<file path="config.mk">
export PLATFORM = sky130hd
export DESIGN_NAME = cut_through_router
export DESIGN_NICKNAME = d
export VERILOG_FILES = /design/src/rtl/ctr_pkg.sv /design/src/rtl/ctr_first_req.sv /design/src/rtl/ctr_region_lane.sv /design/src/rtl/cut_through_router.sv
export SDC_FILE = /design/constraint.sdc
export NUM_CORES = 1
export LEC_CHECK = 0
export ABC_AREA = 1
export BUFFER_PORTS_ARGS = -buffer_cell sky130_fd_sc_hd__buf_2
export CAP_MARGIN = 20
export CORE_ASPECT_RATIO = 2
export CORE_MARGIN = 2
export CORE_UTILIZATION = 55
export CTS_BUF_LIST = sky130_fd_sc_hd__clkbuf_8
export DETAILED_ROUTE_END_ITERATION = 16
export PLACE_DENSITY = 0.89
export SETUP_SLACK_MARGIN = 0.4
export SYNTH_ARGS = -nofsm -noshare
export SYNTH_HDL_FRONTEND = slang
export SYNTH_SLANG_ARGS = --single-unit
</file>
<file path="constraint.sdc">
create_clock -name clk -period 3.1 [get_ports clk]
set_clock_uncertainty 0.05 [all_clocks]
set_input_delay 0.31 -clock clk [delete_from_list [all_inputs] [get_ports clk]]
set_output_delay 0.31 -clock clk [all_outputs]
set_load 0.03 [all_outputs]
</file>
<file path="src/rtl/ctr_pkg.sv">
package ctr_pkg;
    // Width of one field of the input-to-region map.
    localparam int unsigned REGION_FIELD_W = 2;

    typedef enum logic {
        S_IDLE = 1'b0,
        S_FWD  = 1'b1
    } lane_state_e;
endpackage

</file>
<file path="src/rtl/ctr_first_req.sv">
module ctr_first_req #(
    parameter int unsigned N  = 6,
    parameter int unsigned IW = (N > 1) ? $clog2(N) : 1
) (
    input  logic [N-1:0]  req,
    output logic          any_req,
    output logic          multi_req,
    output logic [IW-1:0] first_idx
);
    always_comb begin
        int unsigned hits;
        hits      = 0;
        first_idx = '0;
        // Scan from the top down so the lowest set index wins.
        for (int i = N - 1; i >= 0; i--) begin
            if (req[i]) begin
                first_idx = IW'(i);
                hits      = hits + 1;
            end
        end
        any_req   = (hits != 0);
        multi_req = (hits > 1);
    end
endmodule

</file>
<file path="src/rtl/ctr_region_lane.sv">
module ctr_region_lane
    import ctr_pkg::*;
#(
    parameter int unsigned N_IN      = 6,
    parameter int unsigned W         = 30,
    parameter int unsigned FRAME_LEN = 4,
    parameter logic [W-1:0] IDLE_WORD = '0
) (
    input  logic              clk,
    input  logic              rst_n,
    input  logic [N_IN-1:0]   cand,
    input  logic [N_IN*W-1:0] in_data,
    output logic [W-1:0]      out_data,
    output logic              out_sof,
    output logic              out_valid,
    output logic              out_collide
);
    localparam int unsigned IW = (N_IN > 1) ? $clog2(N_IN) : 1;
    localparam int unsigned CW = (FRAME_LEN > 2) ? $clog2(FRAME_LEN) : 1;
    localparam logic [CW-1:0] LAST_CNT = CW'(FRAME_LEN - 1);

    lane_state_e   state_q, state_d;
    logic [IW-1:0] sel_q;
    logic [CW-1:0] cnt_q;
    logic          any_req, multi_req;
    logic [IW-1:0] pick_idx;

    ctr_first_req #(.N(N_IN), .IW(IW)) i_pick (
        .req       (cand),
        .any_req   (any_req),
        .multi_req (multi_req),
        .first_idx (pick_idx)
    );

    // State register
    always_ff @(posedge clk) begin
        if (!rst_n) state_q <= S_IDLE;
        else        state_q <= state_d;
    end

    // Transitions: take, stream, release
    always_comb begin
        state_d = state_q;
        unique case (state_q)
            S_IDLE: if (any_req)            state_d = S_FWD;
            S_FWD:  if (cnt_q == LAST_CNT)  state_d = S_IDLE;
        endcase
    end

    // Registered outputs and lane bookkeeping
    always_ff @(posedge clk) begin
        if (!rst_n) begin
            sel_q       <= '0;
            cnt_q       <= '0;
            out_data    <= IDLE_WORD;
            out_sof     <= 1'b0;
            out_valid   <= 1'b0;
            out_collide <= 1'b0;
        end else begin
            unique case (state_q)
                S_IDLE: begin
                    if (any_req) begin
                        sel_q       <= pick_idx;
                        cnt_q       <= CW'(1);
                        out_data    <= in_data[pick_idx*W +: W];
                        out_sof     <= 1'b1;
                        out_valid   <= 1'b1;
                        out_collide <= multi_req;
                    end else begin
                        cnt_q       <= '0;
                        out_data    <= IDLE_WORD;
                        out_sof     <= 1'b0;
                        out_valid   <= 1'b0;
                        out_collide <= 1'b0;
                    end
                end
                S_FWD: begin
                    cnt_q       <= cnt_q + CW'(1);
                    out_data    <= in_data[sel_q*W +: W];
                    out_sof     <= 1'b0;
                    out_valid   <= 1'b1;
                    out_collide <= any_req;
                end
            endcase
        end
    end


    take_first_chk: assert property (@(posedge clk) disable iff (!rst_n)
        (state_q == S_IDLE && any_req) |=> (out_sof && out_valid));

    frame_follow_chk: assert property (@(posedge clk) disable iff (!rst_n)
        out_sof |=> (out_valid && !out_sof));

    idle_word_chk: assert property (@(posedge clk) disable iff (!rst_n)
        !out_valid |-> (out_data == IDLE_WORD));

    collide_valid_chk: assert property (@(posedge clk) disable iff (!rst_n)
        out_collide |-> out_valid);

    active_mark_chk: assert property (@(posedge clk) disable iff (!rst_n)
        out_sof |-> out_data[W-1]);
endmodule

</file>
<file path="src/rtl/cut_through_router.sv">
module cut_through_router
    import ctr_pkg::*;
#(
    parameter int unsigned N_IN      = 6,
    parameter int unsigned N_REG     = 3,
    parameter int unsigned W         = 30,
    parameter int unsigned FRAME_LEN = 4,
    parameter logic [N_IN*REGION_FIELD_W-1:0] REGION_MAP = 12'b10_10_01_01_00_00,
    parameter logic [W-1:0] IDLE_WORD = '0
) (
    input  logic               clk,
    input  logic               rst_n,
    input  logic [N_IN*W-1:0]  in_data,
    input  logic [N_IN-1:0]    in_sof,
    input  logic [N_IN-1:0]    in_valid,
    output logic [N_REG*W-1:0] out_data,
    output logic [N_REG-1:0]   out_sof,
    output logic [N_REG-1:0]   out_valid,
    output logic [N_REG-1:0]   out_collide
);
    localparam int unsigned RF = REGION_FIELD_W;

    logic [N_IN-1:0] hdr_active;

    for (genvar i = 0; i < N_IN; i++) begin : g_hdr
        assign hdr_active[i] = in_valid[i] & in_sof[i] & in_data[i*W + W - 1];
    end

    for (genvar r = 0; r < N_REG; r++) begin : g_region
        logic [N_IN-1:0] cand;
        for (genvar i = 0; i < N_IN; i++) begin : g_member
            assign cand[i] = hdr_active[i] &
                             (REGION_MAP[i*RF +: RF] == RF'(r));
        end

        ctr_region_lane #(
            .N_IN(N_IN), .W(W), .FRAME_LEN(FRAME_LEN), .IDLE_WORD(IDLE_WORD)
        ) i_lane (
            .clk         (clk),
            .rst_n       (rst_n),
            .cand        (cand),
            .in_data     (in_data),
            .out_data    (out_data[r*W +: W]),
            .out_sof     (out_sof[r]),
            .out_valid   (out_valid[r]),
            .out_collide (out_collide[r])
        );
    end
endmodule

</file>
==> results.py <==
metrics = {
    "status": {
        "status": "completed",
    },
    "timing": {
        "final.min_clock_period_ps": 2013,
        "drv_slew": 0,
        "rsz0062_at_grt": "false",
        "fmax_mhz": 496.7,
        "hold_viol": 0,
        "post-route-period-util": 0.6494,
        "finalSetupTns_ps": 0,
        "finalSetupViolCount": 0,
        "relSlewSlack": 0.2476,
        "fin_ws_ps": 1087,
        "max_slew.worst_pin.slew_ps": 1127,
        "holdWs_ps": 59.69,
    },
    "power_and_ir_drop": {
        "power.share.clock": 0.367,
        "power.density_mw_per_mm2": 452.4,
        "netSwitchingFraction": 0.3430,
        "p_total_mw": 4.036,
        "p_leak_nw": 5.242,
        "internal-power_mw": 2.651,
        "p_comb_frac": 0.243,
        "netSwitchingPower_mw": 1.384,
        "seq_power_share": 0.390,
        "ir_worst_vdd_v": 0.0004597,
    },
    "global_routing": {
        "grt_pass1_vias": 8474,
        "grt_antenna_before_repair": 5,
        "grtUsageTotal": 0.3597,
        "grt_max_degree": 63,
        "grtUsageMet1": 0.4390,
        "gr-total-overflow": 0,
        "gr-usage-met2": 0.5931,
        "grt_pass1_wl_um": 41550,
        "grt_busiest_layer": "met2",
        "grt_util_met3": 0.06555,
    },
    "clock_tree": {
        "cts_setup_buffers": 0,
        "insertion_delay_ps": 450,
        "cts_num_sinks": 113,
        "numCtsBuffers": 17,
        "ctsHtreeMaxLevel": 4,
        "holdBufCountCts": 0,
        "cts_tree": "done",
        "cts-root-buf": "clkbuf_8",
        "path_clk_slew_ps": 80,
        "cts_resized": 0,
        "cts_buffer_depth": 2,
    },
    "final_layout": {
        "ff_latch_area_mm2": 0.002266,
        "area_delta_synth_final_pct": 21.92,
        "drive_above_1_share": 0.2298,
        "final_cell_mix": "nand2_1, buf_2, nand3_1, o21ai_0, dfxtp_1",
        "stdcell_count": 1653,
        "fin_util": 0.6866,
        "n_fill_cell": 1231,
        "stdcell_area_mm2": 0.008921,
        "layout_commonest_cell": "nand2_1",
        "multi_input_area_mm2": 0.004200,
        "nets": 1681,
    },
    "logic_synthesis": {
        "synth-adder-area-share": 0.005130,
        "synth_top_family_by_area": "simple AND/OR/NAND/NOR gates",
        "synth_compound_area_frac": 0.1337,
        "ys_seq_area_frac": 0.3092,
        "synthMuxAreaShare": 0,
        "synth_largest_area_cell": "dfxtp_1",
        "ys_top_cells_by_area": "dfxtp_1, nand2_1, nand3_1",
        "synth_cell_types": 20,
        "ys.warnings.count": 0,
        "netlist_area_mm2": 0.007317,
        "synth-xor-area-share": 0,
        "synth_top_area_share": 0.3092,
        "synth-seq-cells": 113,
        "avgSynthCellArea_um2": 5.766,
        "synthSimpleGateAreaFrac": 0.4348,
        "synthCells": 1269,
        "syn-num-nets": 1466,
    },
    "floorplanning": {
        "rows": 59,
        "die_width_um": 85.56,
        "die_area_mm2": 0.01430,
        "die_h_um": 167.1,
        "start_util": 0.5632,
        "ioPinCount": 293,
        "core_mm2": 0.01299,
    },
    "worst_setup_path": {
        "required_ps": 3440,
        "cp_cell_sequence": "buf_4 > inv_1 > nand3_1 > o21ai_0 > nand2_1 > nand2_1",
        "cpPeakStageDelay_ps": 770,
        "r2r-start": "g_region[1].i_lane.sel_q[1]",
        "ff2ff_path_depth": 6,
        "crit_fanout": 32,
        "crit_start": "g_region[1].i_lane.sel_q[1]",
        "crit_top_cell": "nand2_1",
        "cp_num_buf_inv": 2,
        "critPathSlowestCell": "inv_1",
        "worstSetupStartpointType": "flop",
        "cp_top_family": "buffers and inverters",
        "worstPathArrival_ps": 2350,
        "critical_path_class": "flop to flop",
        "end_kind": "flop",
        "crit_cells": 6,
    },
    "routing": {
        "routed_wl_um": 26530,
        "vias": 9430,
        "ant_nets": 0,
        "post_drt_wl_per_cell_um": 16.05,
        "drt_pass1_iterations": 6,
        "drc": 0,
        "vias_per_cell": 5.705,
        "drt_iter0_markers": 930,
    },
    "worst_hold_path": {
        "hold_path_depth": 3,
        "worstHoldStart": "in_data[24]",
        "hp-class": "primary input to flop",
    },
    "placed_design": {
        "gp_congestion": 0.9481,
        "dp_slack_ps": 945.5,
        "place_area_mm2": 0.008497,
        "placedCellCount": 1617,
        "dp_hpwl_um": 18340,
        "portBuffers": 292,
    },
    "flow_run": {
        "maxCapViolCount": 0,
    },
}
## power groups by stage
stage / Clock, mW / Sequential, mW / Combinational [mW]
global route: 1.54 / 1.58 / 1.07
finish: 1.48 / 1.57 / 0.981
floorplan: 0 / 1.73 / 0.489
detailed placement: 0 / 1.61 / 0.958
CTS: 1.48 / 1.57 / 0.963
global placement: 0 / 1.61 / 0.948
## flip-flops by register name, indices dropped and copies added (netlist names)
register and count:
g_region.i_lane.cnt_q 6, g_region.i_lane.out_data 90, g_region.i_lane.out_sof 3, g_region.i_lane.out_collide 3
g_region.i_lane.state_q 3, g_region.i_lane.sel_q 5, g_region.i_lane.out_valid 3
## routing by layer
layer  up-vias  wire length (µm)
li1       4494                 -
met1      4190              9670
met2       645             13030
met3        99              2602
met4         2              1207
met5         -                13
## cells by family (layout without fill, tap and decap cells)
family,after synthesis,count (layout)
buffers and inverters,187,415
DFF,113,113
AOI/OAI and AO/OA,195,195
adders and majority gates,3,3
other,0,4
and+or+nand+nor,771,771
## path summary, 6_finish.rpt
kind	endpoint	slack (ps)
worst max-delay path	g_region[1].i_lane.out_data[18]	1090
worst min-delay path	g_region[0].i_lane.out_data[24]	60
worst max register to register	g_region[1].i_lane.out_data[18]	1090
worst min register to register	g_region[2].i_lane.cnt_q[0]	420
## synthesized netlist by cell type
library cell  number
a21oi_1           37
nand3_1          155
buf_6              3
nand3_2            3
buf_4             18
ha_1               3
inv_1             78
nand2_1          516
nand4_1           29
buf_2             48
clkbuf_1          29
a22oi_1            1
dfxtp_1          113
clkbuf_2           4
nor2_1            67
buf_1              4
nand2_2            1
o21ai_1           28
o21ai_0          129
inv_2              3
## layout make-up
type / count / area share
Sequential cell: 113 / 0.2540
Timing Repair Buffer: 302 / 0.1722
Inverter: 81 / 0.03408
Clock buffer: 18 / 0.02777
Antenna cell: 4 / 0.001122
Tap cell: 152 / 0.02132
Clock inverter: 14 / 0.01865
Multi-Input combinational cell: 969 / 0.4708
## worst reg2reg max path, cell delays in order (launching register included)
cell and delay (ps):
dfxtp_1 300, buf_4 220, inv_1 790, nand3_1 280, o21ai_0 140, nand2_1 70, nand2_1 100
Note: power is estimated with default switching activity, not from simulation.
